==> src/rtl/fwd_pkg.sv <==
package fwd_pkg;

  // Outcome of the exception chain for one packet.
  typedef enum logic [1:0] {
    ACT_MAC  = 2'd0,
    ACT_CPU  = 2'd1,
    ACT_DROP = 2'd2
  } act_e;

  // Sequencer states.
  typedef enum logic [1:0] {
    ST_IDLE = 2'd0,
    ST_SEND = 2'd1,
    ST_DROP = 2'd2
  } st_e;

endpackage

==> src/rtl/fwd_classify.sv <==
module fwd_classify
  import fwd_pkg::*;
#(
  parameter int NUM_MAC = 4,
  localparam int OPORT_W = 2 * NUM_MAC,
  localparam int PIDX_W = (NUM_MAC > 1) ? $clog2(NUM_MAC) : 1
) (
  input  logic               from_cpu,
  input  logic [OPORT_W-1:0] cpu_oport,
  input  logic [PIDX_W-1:0]  in_port,
  input  logic               is_ip,
  input  logic               for_us,
  input  logic               bcast,
  input  logic               ck_good,
  input  logic               ver4,
  input  logic               opts,
  input  logic               ttl_ok,
  input  logic               flt_hit,
  input  logic               lpm_hit,
  input  logic [OPORT_W-1:0] lpm_oport,
  input  logic               arp_hit,
  output act_e               act,
  output logic [OPORT_W-1:0] oport,
  output logic               rewrite
);

  logic [OPORT_W-1:0] cpu_q;

  // CPU queue paired with the ingress MAC port sits on the odd bit above it.
  always_comb begin
    cpu_q = '0;
    for (int i = 0; i < NUM_MAC; i++) begin
      if (in_port == PIDX_W'(i)) cpu_q[2*i+1] = 1'b1;
    end
  end

  // Ordered exception chain; the first matching condition wins.
  always_comb begin
    act     = ACT_CPU;
    oport   = cpu_q;
    rewrite = 1'b0;
    if (from_cpu) begin
      act   = ACT_MAC;
      oport = cpu_oport;
    end else if (!for_us && !bcast) begin
      act   = ACT_DROP;
      oport = '0;
    end else if (!is_ip) begin
      act = ACT_CPU;
    end else if (!for_us) begin
      act = ACT_CPU;
    end else if (!ck_good) begin
      act   = ACT_DROP;
      oport = '0;
    end else if (!ver4 || opts || !ttl_ok) begin
      act = ACT_CPU;
    end else if (flt_hit) begin
      act = ACT_CPU;
    end else if (!lpm_hit || !arp_hit) begin
      act = ACT_CPU;
    end else begin
      act     = ACT_MAC;
      oport   = lpm_oport;
      rewrite = 1'b1;
    end
  end

endmodule

==> src/rtl/fwd_rewrite.sv <==
module fwd_rewrite #(
  parameter int NUM_MAC = 4,
  parameter int TTL_W   = 8,
  parameter int CSUM_W  = 16,
  parameter int MAC_W   = 48
) (
  input  logic                     rewrite,
  input  logic [NUM_MAC-1:0]       egress_sel,
  input  logic [NUM_MAC*MAC_W-1:0] own_macs,
  input  logic [MAC_W-1:0]         arp_mac,
  input  logic [TTL_W-1:0]         new_ttl,
  input  logic [CSUM_W-1:0]        new_csum,
  output logic [TTL_W-1:0]         w_ttl,
  output logic [CSUM_W-1:0]        w_csum,
  output logic [MAC_W-1:0]         w_dst,
  output logic [MAC_W-1:0]         w_src
);

  logic [MAC_W-1:0] port_mac;

  // Egress port's own address, selected by its one-hot MAC bit.
  always_comb begin
    port_mac = '0;
    for (int i = 0; i < NUM_MAC; i++) begin
      if (egress_sel[i]) port_mac = own_macs[i*MAC_W +: MAC_W];
    end
  end

  always_comb begin
    if (rewrite) begin
      w_ttl  = new_ttl;
      w_csum = new_csum;
      w_dst  = arp_mac;
      w_src  = port_mac;
    end else begin
      w_ttl  = '0;
      w_csum = '0;
      w_dst  = '0;
      w_src  = '0;
    end
  end

endmodule

==> src/rtl/fwd_seq.sv <==
module fwd_seq
  import fwd_pkg::*;
#(
  parameter int OPORT_W = 8,
  parameter int TTL_W   = 8,
  parameter int CSUM_W  = 16,
  parameter int MAC_W   = 48
) (
  input  logic               clk,
  input  logic               rst_n,
  input  logic               all_vld,
  input  act_e               act,
  input  logic [OPORT_W-1:0] oport,
  input  logic               rewrite,
  input  logic [TTL_W-1:0]   w_ttl,
  input  logic [CSUM_W-1:0]  w_csum,
  input  logic [MAC_W-1:0]   w_dst,
  input  logic [MAC_W-1:0]   w_src,
  input  logic               dec_ready,
  output logic               take,
  output logic               dec_valid,
  output logic               pkt_drop,
  output logic [OPORT_W-1:0] q_oport,
  output logic               q_rewrite,
  output logic [TTL_W-1:0]   q_ttl,
  output logic [CSUM_W-1:0]  q_csum,
  output logic [MAC_W-1:0]   q_dst,
  output logic [MAC_W-1:0]   q_src
);

  st_e st, st_nx;

  assign take      = (st == ST_IDLE) && all_vld;
  assign dec_valid = (st == ST_SEND);
  assign pkt_drop  = (st == ST_DROP);

  always_comb begin
    st_nx = st;
    case (st)
      ST_IDLE: if (take) st_nx = (act == ACT_DROP) ? ST_DROP : ST_SEND;
      ST_SEND: if (dec_ready) st_nx = ST_IDLE;
      ST_DROP: st_nx = ST_IDLE;
      default: st_nx = ST_IDLE;
    endcase
  end

  always_ff @(posedge clk or negedge rst_n) begin
    if (!rst_n) st <= ST_IDLE;
    else        st <= st_nx;
  end

  // Decision bundle is captured once and held through back-pressure.
  always_ff @(posedge clk or negedge rst_n) begin
    if (!rst_n) begin
      q_oport   <= '0;
      q_rewrite <= 1'b0;
      q_ttl     <= '0;
      q_csum    <= '0;
      q_dst     <= '0;
      q_src     <= '0;
    end else if (take && act != ACT_DROP) begin
      q_oport   <= oport;
      q_rewrite <= rewrite;
      q_ttl     <= w_ttl;
      q_csum    <= w_csum;
      q_dst     <= w_dst;
      q_src     <= w_src;
    end
  end

endmodule

==> src/rtl/fwd_decide.sv <==
module fwd_decide
  import fwd_pkg::*;
#(
  parameter int NUM_MAC = 4,
  parameter int TTL_W   = 8,
  parameter int CSUM_W  = 16,
  parameter int MAC_W   = 48,
  localparam int OPORT_W = 2 * NUM_MAC,
  localparam int PIDX_W = (NUM_MAC > 1) ? $clog2(NUM_MAC) : 1
) (
  input  logic                     clk,
  input  logic                     rst_n,
  input  logic                     hdr_vld,
  input  logic                     hdr_from_cpu,
  input  logic [OPORT_W-1:0]       hdr_cpu_oport,
  input  logic [PIDX_W-1:0]        hdr_in_port,
  output logic                     hdr_rd,
  input  logic                     eth_vld,
  input  logic                     eth_is_ip,
  input  logic                     eth_for_us,
  input  logic                     eth_bcast,
  output logic                     eth_rd,
  input  logic                     ck_vld,
  input  logic                     ck_good,
  input  logic                     ck_ver4,
  input  logic                     ck_opts,
  input  logic                     ck_ttl_ok,
  input  logic [TTL_W-1:0]         ck_new_ttl,
  input  logic [CSUM_W-1:0]        ck_new_csum,
  output logic                     ck_rd,
  input  logic                     flt_vld,
  input  logic                     flt_hit,
  output logic                     flt_rd,
  input  logic                     lpm_vld,
  input  logic                     lpm_hit,
  input  logic [OPORT_W-1:0]       lpm_oport,
  output logic                     lpm_rd,
  input  logic                     arp_vld,
  input  logic                     arp_hit,
  input  logic [MAC_W-1:0]         arp_mac,
  output logic                     arp_rd,
  input  logic [NUM_MAC*MAC_W-1:0] own_macs,
  output logic                     dec_valid,
  input  logic                     dec_ready,
  output logic [OPORT_W-1:0]       dec_oport,
  output logic                     dec_rewrite,
  output logic [TTL_W-1:0]         dec_new_ttl,
  output logic [CSUM_W-1:0]        dec_new_csum,
  output logic [MAC_W-1:0]         dec_dst_mac,
  output logic [MAC_W-1:0]         dec_src_mac,
  output logic                     pkt_drop
);

  logic               all_vld;
  logic               take;
  act_e               act;
  logic [OPORT_W-1:0] c_oport;
  logic               c_rewrite;
  logic [NUM_MAC-1:0] egress_sel;
  logic [TTL_W-1:0]   w_ttl;
  logic [CSUM_W-1:0]  w_csum;
  logic [MAC_W-1:0]   w_dst;
  logic [MAC_W-1:0]   w_src;

  assign all_vld = hdr_vld & eth_vld & ck_vld & flt_vld & lpm_vld & arp_vld;

  // Even bits of the route port vector name the MAC ports.
  for (genvar g = 0; g < NUM_MAC; g++) begin : g_egress
    assign egress_sel[g] = lpm_oport[2*g];
  end

  fwd_classify #(.NUM_MAC(NUM_MAC)) u_classify (
    .from_cpu  (hdr_from_cpu),
    .cpu_oport (hdr_cpu_oport),
    .in_port   (hdr_in_port),
    .is_ip     (eth_is_ip),
    .for_us    (eth_for_us),
    .bcast     (eth_bcast),
    .ck_good   (ck_good),
    .ver4      (ck_ver4),
    .opts      (ck_opts),
    .ttl_ok    (ck_ttl_ok),
    .flt_hit   (flt_hit),
    .lpm_hit   (lpm_hit),
    .lpm_oport (lpm_oport),
    .arp_hit   (arp_hit),
    .act       (act),
    .oport     (c_oport),
    .rewrite   (c_rewrite)
  );

  fwd_rewrite #(
    .NUM_MAC(NUM_MAC), .TTL_W(TTL_W), .CSUM_W(CSUM_W), .MAC_W(MAC_W)
  ) u_rewrite (
    .rewrite    (c_rewrite),
    .egress_sel (egress_sel),
    .own_macs   (own_macs),
    .arp_mac    (arp_mac),
    .new_ttl    (ck_new_ttl),
    .new_csum   (ck_new_csum),
    .w_ttl      (w_ttl),
    .w_csum     (w_csum),
    .w_dst      (w_dst),
    .w_src      (w_src)
  );

  fwd_seq #(
    .OPORT_W(OPORT_W), .TTL_W(TTL_W), .CSUM_W(CSUM_W), .MAC_W(MAC_W)
  ) u_seq (
    .clk       (clk),
    .rst_n     (rst_n),
    .all_vld   (all_vld),
    .act       (act),
    .oport     (c_oport),
    .rewrite   (c_rewrite),
    .w_ttl     (w_ttl),
    .w_csum    (w_csum),
    .w_dst     (w_dst),
    .w_src     (w_src),
    .dec_ready (dec_ready),
    .take      (take),
    .dec_valid (dec_valid),
    .pkt_drop  (pkt_drop),
    .q_oport   (dec_oport),
    .q_rewrite (dec_rewrite),
    .q_ttl     (dec_new_ttl),
    .q_csum    (dec_new_csum),
    .q_dst     (dec_dst_mac),
    .q_src     (dec_src_mac)
  );

  // One strobe per source, all in the decision cycle.
  assign hdr_rd = take;
  assign eth_rd = take;
  assign ck_rd  = take;
  assign flt_rd = take;
  assign lpm_rd = take;
  assign arp_rd = take;

endmodule

==> config.mk <==
export PLATFORM = sky130hd
export DESIGN_NAME = fwd_decide
export DESIGN_NICKNAME = d
export VERILOG_FILES = /design/src/rtl/fwd_pkg.sv /design/src/rtl/fwd_classify.sv /design/src/rtl/fwd_rewrite.sv /design/src/rtl/fwd_seq.sv /design/src/rtl/fwd_decide.sv
export SDC_FILE = /design/constraint.sdc
export NUM_CORES = 1
export LEC_CHECK = 0
export CELL_PAD_IN_SITES_DETAIL_PLACEMENT = 2
export CELL_PAD_IN_SITES_GLOBAL_PLACEMENT = 2
export CORE_MARGIN = 2
export CORE_UTILIZATION = 20
export DETAILED_ROUTE_END_ITERATION = 7
export PLACE_DENSITY_LB_ADDON = 0.12
export SYNTH_ARGS = -nofsm -noshare
export SYNTH_HDL_FRONTEND = slang
export SYNTH_SLANG_ARGS = --single-unit
==> constraint.sdc <==
create_clock -name clk -period 2.6 [get_ports clk]
set_input_delay 0.65 -clock clk [delete_from_list [all_inputs] [get_ports clk]]
set_output_delay 0.65 -clock clk [all_outputs]
set_load 0.1 [all_outputs]
==> flow_metrics.env, run 1 <==
export IMPL_syn_num_nets=873
export IMPL_total_power_w=0.00565
export IMPL_cts_root_buf="clkbuf_16"
export IMPL_synth_edf_count=0
export IMPL_fmax_mhz=390
export IMPL_cts_path_max_buffers=2
export IMPL_clock_latency_ns=0.43
export IMPL_cpMostUsedCell="buf_12"
export IMPL_arrival_ns=1.91
export IMPL_synth_most_common_cell="dfrtp_1"
export IMPL_antenna_found_initial=8
export IMPL_pre_cts_ws_ns=-0.0525
export IMPL_rows=65
export IMPL_final_hold_violation_count=0
export IMPL_maxSlewHeadroom_pct=56.2
export IMPL_cp_start_kind="input pin"
export IMPL_outcome="finished clean"
export IMPL_die_area_um2=33500
export IMPL_synth_area_leader_cell="dfrtp_1"
export IMPL_hold_class="input pin to asynchronous set/reset pin"
export IMPL_wl_per_cell_um=22.4
export IMPL_skew_ns=0.00734
export IMPL_fillers=3357
export IMPL_clkTransAtPathRegs_ns=0.07
export IMPL_grtUsageTotal_pct=18.8
export IMPL_grt_pass1_wl_um=47000
export IMPL_grt_pass1_vias=7436
export IMPL_tns_ns=0
export IMPL_hold_slack_ns=0.178
export IMPL_peakVddDrop_mv=0.338
export IMPL_ys_warn_count=0
export IMPL_routabilityCongestion=0.737
export IMPL_synthArstFlopShare_pct=100
export IMPL_cp_slowest_stage_delay_ns=0.50
export IMPL_fin_crit_sh_pct=98.6
export IMPL_grt_start_max_net_pins=73
export IMPL_syn_to_final_growth_pct=84.9
export IMPL_mappedNetlistArea_um2=6400
export IMPL_drtAntennaViolNets=0
export IMPL_cts_tree="yes"
export IMPL_gr_total_overflow=0
export IMPL_setup_ws_ns=0.0373
export IMPL_cts_buffers=17
export IMPL_synth_top_cells_by_count="dfrtp_1, a22o_1, nand2_1"
export IMPL_syn_area_per_cell_um2=11.2
export IMPL_firstDrtPassIters=4
export IMPL_hold_buffers=0
export IMPL_rsz0062_at_grt="no"
export IMPL_ioPinCount=439
export IMPL_synthCells=571
export IMPL_setup_viol=0
export IMPL_fin_crit_ns=2.56
export IMPL_leakage_nw=5.36
export IMPL_cap_violations=0
export IMPL_seq_area_frac_synth_pct=51.2
export IMPL_crit_path_top_delay_cell="clkdlybuf4s50_1"
export IMPL_h_tree_depth=4
export IMPL_synthFlopType="dfrtp_1"
export IMPL_placed_cells=1383
export IMPL_drt_initial_drc_count=212
export IMPL_nets=1307
export IMPL_yosys_top_cells_area="dfrtp_1, a22o_1, a221oi_1"
export IMPL_cp_max_fo=7
export IMPL_wl_um=31900
export IMPL_port_buffers=438
export IMPL_drive_gt1_share_pct=22.1
export IMPL_final_cells=1424
export IMPL_path_cells="clkdlybuf4s50_1 > nand4bb_4 > buf_6 > nor2_4 > buf_12 > buf_12"
export IMPL_netlist_area_leader_share_pct=51.2
export IMPL_clock_sinks=131
export IMPL_ys_types=32
export IMPL_slew_violations=0
export IMPL_vias=6763
export IMPL_worstPathRequired_ns=1.95
export IMPL_yosys_register_bits=131
export IMPL_initial_core_util_pct=20.3
export IMPL_die_h_um=183
export IMPL_fp_coreArea_um2=31600
export IMPL_worst_setup_path_end_kind="output pin"
export IMPL_vias_per_cell=4.75
export IMPL_tightest_slew_ns=0.657
export IMPL_dp_hpwl_um=24600
export IMPL_die_w_um=183
export IMPL_drc=0
export IMPL_powerDensity_nw_per_um2=477
export IMPL_critical_path_class="input pin to output pin"
## power by group
part	switching (W)	total [W]	internal (W)	leakage (nW)
clock network	0.00101	0.00255	0.00154	0.289
registers	0.0000109	0.00207	0.00206	1.83
logic	0.000461	0.00103	0.000569	3.24
total	0.00148	0.00565	0.00417	5.36
## state kept, by name (all words and copies together), names as in the netlist
register         cells
u_seq.q_src         48
u_seq.q_ttl          8
u_seq.q_oport        8
u_seq.q_dst         48
u_seq.q_csum        16
u_seq.st             2
u_seq.q_rewrite      1
## per-layer routing
metal / track usage, % / up-vias / wire length (um)
li1: - / 3100 / -
met1: 20.8 / 3345 / 12400
met2: 32.8 / 282 / 15900
met3: 8.16 / 28 / 3170
met5: 0 / - / 51
met4: 4.96 / 8 / 325
## metrics by stage
step	utilization [%]	area (um2)
after global routing	37.5	11800
final	37.5	11800
after global placement	35.3	11100
after floorplan	-	6410
after CTS	37.4	11800
after detailed placement	35.3	11100
## timing repair
item,4_1_cts,5_1_grt
endpoints found under the setup margin,6,28
gates cloned,0,0
gates resized for setup,1,7
setup buffers,3,2
pin swaps,2,2
## layout make-up
| class | instances | area [um2] | share of cell area (%) |
|---|---|---|---|
| Inverter | 4 | 15.0 | 0.127 |
| Clock inverter | 14 | 178 | 1.50 |
| Antenna cell | 4 | 10.0 | 0.0846 |
| Multi-Input combinational cell | 368 | 2770 | 23.4 |
| Sequential cell | 131 | 3280 | 27.7 |
| Tap cell | 402 | 503 | 4.25 |
| Clock buffer | 18 | 439 | 3.71 |
| Timing Repair Buffer | 483 | 4640 | 39.2 |
## layout by cell type (no fill, tap or decap), drive strengths merged
cell type	instances
a21o	1
a21oi	3
a221o	4
a221oi	47
a22o	125
a22oi	2
a32oi	2
and3	4
buf	186
bufinv	3
clkbuf	18
clkdlybuf4s50	292
clkinv	5
clkinvlp	4
dfrtp	131
diode	4
dlymetal6s2s	5
inv	6
nand2	54
nand2b	1
nand4	1
nand4b	1
nand4bb	2
nor2	1
nor2b	53
nor3	5
nor4	1
nor4bb	1
o2111ai	4
o21a	1
o21ai	2
o311ai	4
o31ai	47
or2	1
or4	1
## worst max-delay path: cells and delay by family
family                 cells  cell delay (ns)
buffers and inverters      4             1.00
AND/OR/NAND/NOR            2             0.25
## final timing paths
path | from | to | slack, ns | depth (start not counted)
worst max-delay path | eth_vld | hdr_rd | 0.04 | 6
worst min-delay path | rst_n | u_seq.q_csum[13]$_DFFE_PN0P_ | 0.18 | 1
worst max register to register | u_seq.st[0]$_DFFE_PN0P_ | u_seq.q_src[9]$_DFFE_PN0P_ | 0.66 | 4
worst min register to register | u_seq.q_rewrite$_DFFE_PN0P_ | u_seq.q_rewrite$_DFFE_PN0P_ | 0.49 | 1
max in group asynchronous | rst_n | u_seq.q_src[44]$_DFFE_PN0P_ | 1.75 | 2
min in group clk | u_seq.q_rewrite$_DFFE_PN0P_ | u_seq.q_rewrite$_DFFE_PN0P_ | 0.49 | 1
## kinds of logic (layout without fill, tap and decap cells)
kind of cell	Yosys count	in the layout	synth area share (%)
AO/OA/AOI/OAI	242	242	31.9
buffers and inverters	72	519	5.81
AND/OR/NAND/NOR	126	126	11.1
other	0	4	0
flip-flops	131	131	51.2
Note: power is estimated with default switching activity, not from simulation.
==> run 2: changes to the inputs <==
CORE_UTILIZATION = 21   (was 20)
clock period = 3.29 ns   (was 2.6 ns; I/O delays follow)
==> run 2 against run 1 <==
Clock-buffer cell count is the same; sequential share of layout area is 0.71 points higher; critical path type unchanged; core utilization up 1.2 points; register-to-register slack improved by 0.50 ns; via count is 1.4% lower; cell area decreased by 2.5%; power shrank 22%; clock power fell by 22%; largest cell class unchanged; combinational power shrank 23%; global-route usage up 0.79 points; clock skew is 0.0037 ns higher.
==> flow_metrics.env, run 2 (synthesis gave the netlist of run 1 again) <==
export IMPL_outcome="finished clean"
export IMPL_cts_path_max_buffers=2
export IMPL_crit_path_top_delay_cell="nor2_4"
export IMPL_clkTransAtPathRegs_ns=0.07
export IMPL_cp_start_kind="input pin"
export IMPL_layout_common_cells="clkdlybuf4s50_1, buf_4, dfrtp_1"
export IMPL_drive_gt1_share_pct=20.4
export IMPL_die_h_um=179
export IMPL_gr_total_overflow=0
export IMPL_cts_setup_buffers=0
export IMPL_port_buffers=438
export IMPL_r2r_setup_slack_ns=1.16
export IMPL_skew_ns=0.0110
export IMPL_pre_cts_ws_ns=0.199
export IMPL_r2r_cells=4
export IMPL_cts_buffers=17
export IMPL_grt_pass1_vias=7243
export IMPL_grtUsageTotal_pct=19.6
export IMPL_tns_ns=0
export IMPL_drc=0
export IMPL_fp_coreArea_um2=29800
export IMPL_cp_max_fo=8
export IMPL_vias_per_cell=4.81
export IMPL_worstPathRequired_ns=2.47
export IMPL_final_hold_violation_count=0
export IMPL_clock_latency_ns=0.42
export IMPL_leakage_nw=5.19
export IMPL_final_util_pct=38.7
export IMPL_nets=1285
export IMPL_fmax_mhz=326
export IMPL_vias=6667
export IMPL_dp_hpwl_um=24300
export IMPL_cts_root_buf="clkbuf_16"
export IMPL_cpLargestDelayFamily="simple AND/OR/NAND/NOR gates"
export IMPL_syn_to_final_growth_pct=80.3
export IMPL_firstDrtPassIters=5
export IMPL_cp_slowest_stage_delay_ns=0.48
export IMPL_grt_pass1_wl_um=46400
export IMPL_drtAntennaViolNets=0
export IMPL_fin_crit_sh_pct=93.3
export IMPL_setup_ws_ns=0.222
export IMPL_arrival_ns=2.25
export IMPL_cts_resized=0
export IMPL_wl_per_cell_um=22.7
export IMPL_reg2reg_from="u_seq.st[0]$_DFFE_PN0P_"
export IMPL_drt_initial_drc_count=275
export IMPL_slew_violations=0
export IMPL_powerDensity_nw_per_um2=382
export IMPL_die_area_um2=31900
export IMPL_tightest_slew_ns=0.928
export IMPL_total_power_w=0.00441
export IMPL_initial_core_util_pct=21.5
export IMPL_fin_crit_ns=3.07
export IMPL_cts_tree="yes"
export IMPL_hold_buffers=0
export IMPL_largest_registers="u_seq.q_dst x48, u_seq.q_src x48, u_seq.q_csum x16"
export IMPL_antenna_found_initial=3
export IMPL_hold_slack_ns=0.325
export IMPL_h_tree_depth=4
export IMPL_routabilityCongestion=0.744
export IMPL_hold_class="input pin to asynchronous set/reset pin"
export IMPL_worst_path_buf_inv=2
export IMPL_setup_viol=0
export IMPL_rows=63
export IMPL_fillers=3187
export IMPL_rsz0062_at_grt="no"
export IMPL_critical_path_class="input pin to output pin"
export IMPL_cap_violations=0
export IMPL_ioPinCount=439
export IMPL_reg2reg_to="u_seq.q_oport[0]$_DFFE_PN0P_"
export IMPL_grt_start_max_net_pins=66
export IMPL_clock_sinks=131
export IMPL_worst_setup_path_end_kind="output pin"
export IMPL_path_cells="clkdlybuf4s50_1 > nand4_1 > nor2_4 > buf_12"
export IMPL_maxSlewHeadroom_pct=38.1
export IMPL_final_common_cell="clkdlybuf4s50_1"
export IMPL_die_w_um=179
export IMPL_peakVddDrop_mv=0.315
export IMPL_wl_um=31500
run 2: cell count changes in the layout (fill, tap and decap cells not counted), moves of 2 or more:
cell / before / now
buf_12: 20 / 14
buf_4: 160 / 147
buf_6: 4 / 1
clkdlybuf4s50_1: 292 / 297
clkinv_4: 4 / 2
diode_2: 4 / 1
dlymetal6s2s_1: 5 / 0
inv_6: 2 / 4
inv_8: 0 / 3
run 2: metal layers:
layer  share of wire, %  up-vias  GRT usage [%]  routed length (um)
met3                 10       23           7.93                3200
met2                 50      279           34.2               15700
met1                 39     3311           22.1               12200
met4                1.2        2           4.67                 370
met5              0.035        -              0                  11
li1                   -     3052              -                   -
run 2: how the worst max path moves through the flow:
stage | from | end | depth (start not counted) | slack [ns]
after floorplan | arp_vld | ck_rd | 3 | 0.37
after global placement | lpm_oport[0] | u_seq.q_src[6]$_DFFE_PN0P_ | 7 | 0.20
after detailed placement | lpm_oport[0] | u_seq.q_src[6]$_DFFE_PN0P_ | 7 | 0.20
after CTS | lpm_vld | flt_rd | 4 | 0.21
after global routing | lpm_vld | flt_rd | 4 | 0.15
final | lpm_vld | flt_rd | 4 | 0.22
run 2: final cells by class:
type                            count  area [um2]  area share (%)
Antenna cell                        1        2.50          0.0217
Clock buffer                       18         439            3.81
Clock inverter                     14         169            1.46
Inverter                            4        15.0           0.130
Multi-Input combinational cell    368        2770            24.0
Sequential cell                   131        3280            28.4
Tap cell                          390         488            4.23
Timing Repair Buffer              461        4380            37.9
run 2: worst reg2reg max path, delay by kind of cell (launching register included):
family / cells / cell delay, ns
DFF: 1 / 0.39
and+or+nand+nor: 2 / 1.02
AOI/OAI and AO/OA: 1 / 0.35
buffers and inverters: 1 / 0.25
run 2: power by group:
part | internal (W) | switching, W
clock | 0.00116 | 0.000813
combinational | 0.000436 | 0.000361
sequential | 0.00162 | 0.00000969
total | 0.00322 | 0.00118
run 2: through the flow:
stage               std cells  area (um2)
floorplan                 571        6410
global placement         1354       10900
detailed placement       1354       10900
CTS                      1386       11500
global route             1387       11500
finish                   1387       11500
==> run 3: changes to the inputs <==
CORE_MARGIN = 3   (was 2)
SLEW_MARGIN = 5   (was unset)
TNS_END_PERCENT = 20   (was unset)
==> run 3 against run 2 <==
Clock-buffer cell count unchanged; register-to-register slack worse by 0.02 ns; critical endpoint is now lpm_rd; worst setup slack worse by 0.029 ns; largest power group unchanged; clock power down 8%; clock skew up 0.0033 ns; core utilization down 0.42 points; first-iteration DRC count down 0.73%; global-route usage down 0.70 points; final cell count unchanged.
==> flow_metrics.env, run 3 (synthesis gave the netlist of run 1 again) <==
export IMPL_multi_input_area_um2=2770
export IMPL_ioPinCount=439
export IMPL_cts_tree="yes"
export IMPL_leakage_nw=5.15
export IMPL_setup_viol=0
export IMPL_fin_crit_ns=3.10
export IMPL_cts_buffers=17
export IMPL_worst_path_buf_inv=2
export IMPL_cts_resized=0
export IMPL_drt_initial_drc_count=273
export IMPL_firstDrtPassIters=4
export IMPL_clock_sinks=131
export IMPL_antenna_found_initial=3
export IMPL_outcome="finished clean"
export IMPL_reg2reg_from="u_seq.st[0]$_DFFE_PN0P_"
export IMPL_die_w_um=181
export IMPL_initial_core_util_pct=21.4
export IMPL_cp_start_kind="input pin"
export IMPL_r2r_setup_slack_ns=1.14
export IMPL_cap_violations=0
export IMPL_nets=1285
export IMPL_die_area_um2=32600
export IMPL_final_hold_violation_count=0
export IMPL_peakVddDrop_mv=0.317
export IMPL_wl_um=31900
export IMPL_setup_ws_ns=0.193
export IMPL_vias=6675
export IMPL_largest_registers="u_seq.q_dst x48, u_seq.q_src x48, u_seq.q_csum x16"
export IMPL_cts_setup_buffers=0
export IMPL_clock_latency_ns=0.42
export IMPL_grt_pass1_vias=7196
export IMPL_die_h_um=181
export IMPL_cts_path_max_buffers=2
export IMPL_wl_per_cell_um=23.0
export IMPL_skew_ns=0.0143
export IMPL_tightest_slew_ns=0.627
export IMPL_h_tree_depth=4
export IMPL_drive_gt1_share_pct=20.4
export IMPL_total_power_w=0.00426
export IMPL_hold_slack_ns=0.341
export IMPL_path_cells="clkdlybuf4s50_1 > nand4_1 > nor2_4 > buf_12"
export IMPL_grtUsageTotal_pct=18.9
export IMPL_drc=0
export IMPL_layout_common_cells="clkdlybuf4s50_1, buf_4, dfrtp_1"
export IMPL_cpLargestDelayFamily="simple AND/OR/NAND/NOR gates"
export IMPL_clkTransAtPathRegs_ns=0.07
export IMPL_powerDensity_nw_per_um2=372
export IMPL_final_util_pct=38.3
export IMPL_syn_to_final_growth_pct=78.8
export IMPL_crit_path_top_delay_cell="clkdlybuf4s50_1"
export IMPL_worst_setup_path_end_kind="output pin"
export IMPL_vias_per_cell=4.81
export IMPL_cp_slowest_stage_delay_ns=0.48
export IMPL_critical_path_class="input pin to output pin"
export IMPL_grt_pass1_wl_um=47100
export IMPL_fmax_mhz=323
export IMPL_maxSlewHeadroom_pct=58.2
export IMPL_rsz0062_at_grt="no"
export IMPL_cts_root_buf="clkbuf_16"
export IMPL_final_common_cell="clkdlybuf4s50_1"
export IMPL_fin_crit_sh_pct=94.1
export IMPL_drtAntennaViolNets=0
export IMPL_cp_max_fo=8
export IMPL_hold_buffers=0
export IMPL_arrival_ns=2.27
export IMPL_r2r_cells=4
export IMPL_fillers=3178
export IMPL_seq_area_um2=3280
export IMPL_fp_coreArea_um2=29900
export IMPL_slew_violations=0
export IMPL_tns_ns=0
export IMPL_rows=63
export IMPL_routabilityCongestion=0.748
export IMPL_port_buffers=438
export IMPL_worstPathRequired_ns=2.47
export IMPL_grt_start_max_net_pins=69
export IMPL_gr_total_overflow=0
export IMPL_reg2reg_to="u_seq.q_dst[35]$_DFFE_PN0P_"
export IMPL_hold_class="input pin to asynchronous set/reset pin"
export IMPL_dp_hpwl_um=24600
export IMPL_pre_cts_ws_ns=0.0246
run 3: worst max-delay path by stage:
stage,end,cells past startpoint,start
2_1_floorplan,ck_rd,3,arp_vld
3_3_place_gp,u_seq.q_src[47]$_DFFE_PN0P_,6,lpm_oport[0]
3_5_place_dp,u_seq.q_src[47]$_DFFE_PN0P_,6,lpm_oport[0]
4_1_cts,lpm_rd,4,arp_vld
5_1_grt,arp_rd,4,arp_vld
6_report,lpm_rd,4,arp_vld
run 3: area by class of cell:
type | count | area share [%]
Antenna cell | 1 | 0.0219
Inverter | 4 | 0.131
Clock inverter | 14 | 1.01
Multi-Input combinational cell | 368 | 24.2
Sequential cell | 131 | 28.6
Tap cell | 390 | 4.26
Clock buffer | 18 | 3.84
Timing Repair Buffer | 461 | 37.9
run 3: metal layers:
metal	wire length, um	track usage (%)	part of all wire, %	vias up
li1	-	-	-	3062
met1	12800	22.3	40	3294
met2	16000	32.8	50	286
met3	2640	6.70	8.3	29
met4	442	4.33	1.4	4
met5	27	0	0.085	-
run 3: worst reg2reg max path, stage by stage, from the launching register on:
cell	delay (ns)
dfrtp_1	0.40
nand4bb_4	0.30
or4_4	0.72
buf_4	0.32
a22o_1	0.29
run 3: power breakdown:
part           internal (W)  switching [W]
Combinational      0.000431       0.000366
Clock               0.00101       0.000829
Sequential          0.00162     0.00000833
Total               0.00306        0.00120
run 3: stage by stage:
stage | area (um2) | std cells
2_1_floorplan | 6410 | 571
5_1_grt | 11400 | 1387
6_report | 11400 | 1387
3_5_place_dp | 10900 | 1354
4_1_cts | 11400 | 1386
3_3_place_gp | 10900 | 1354
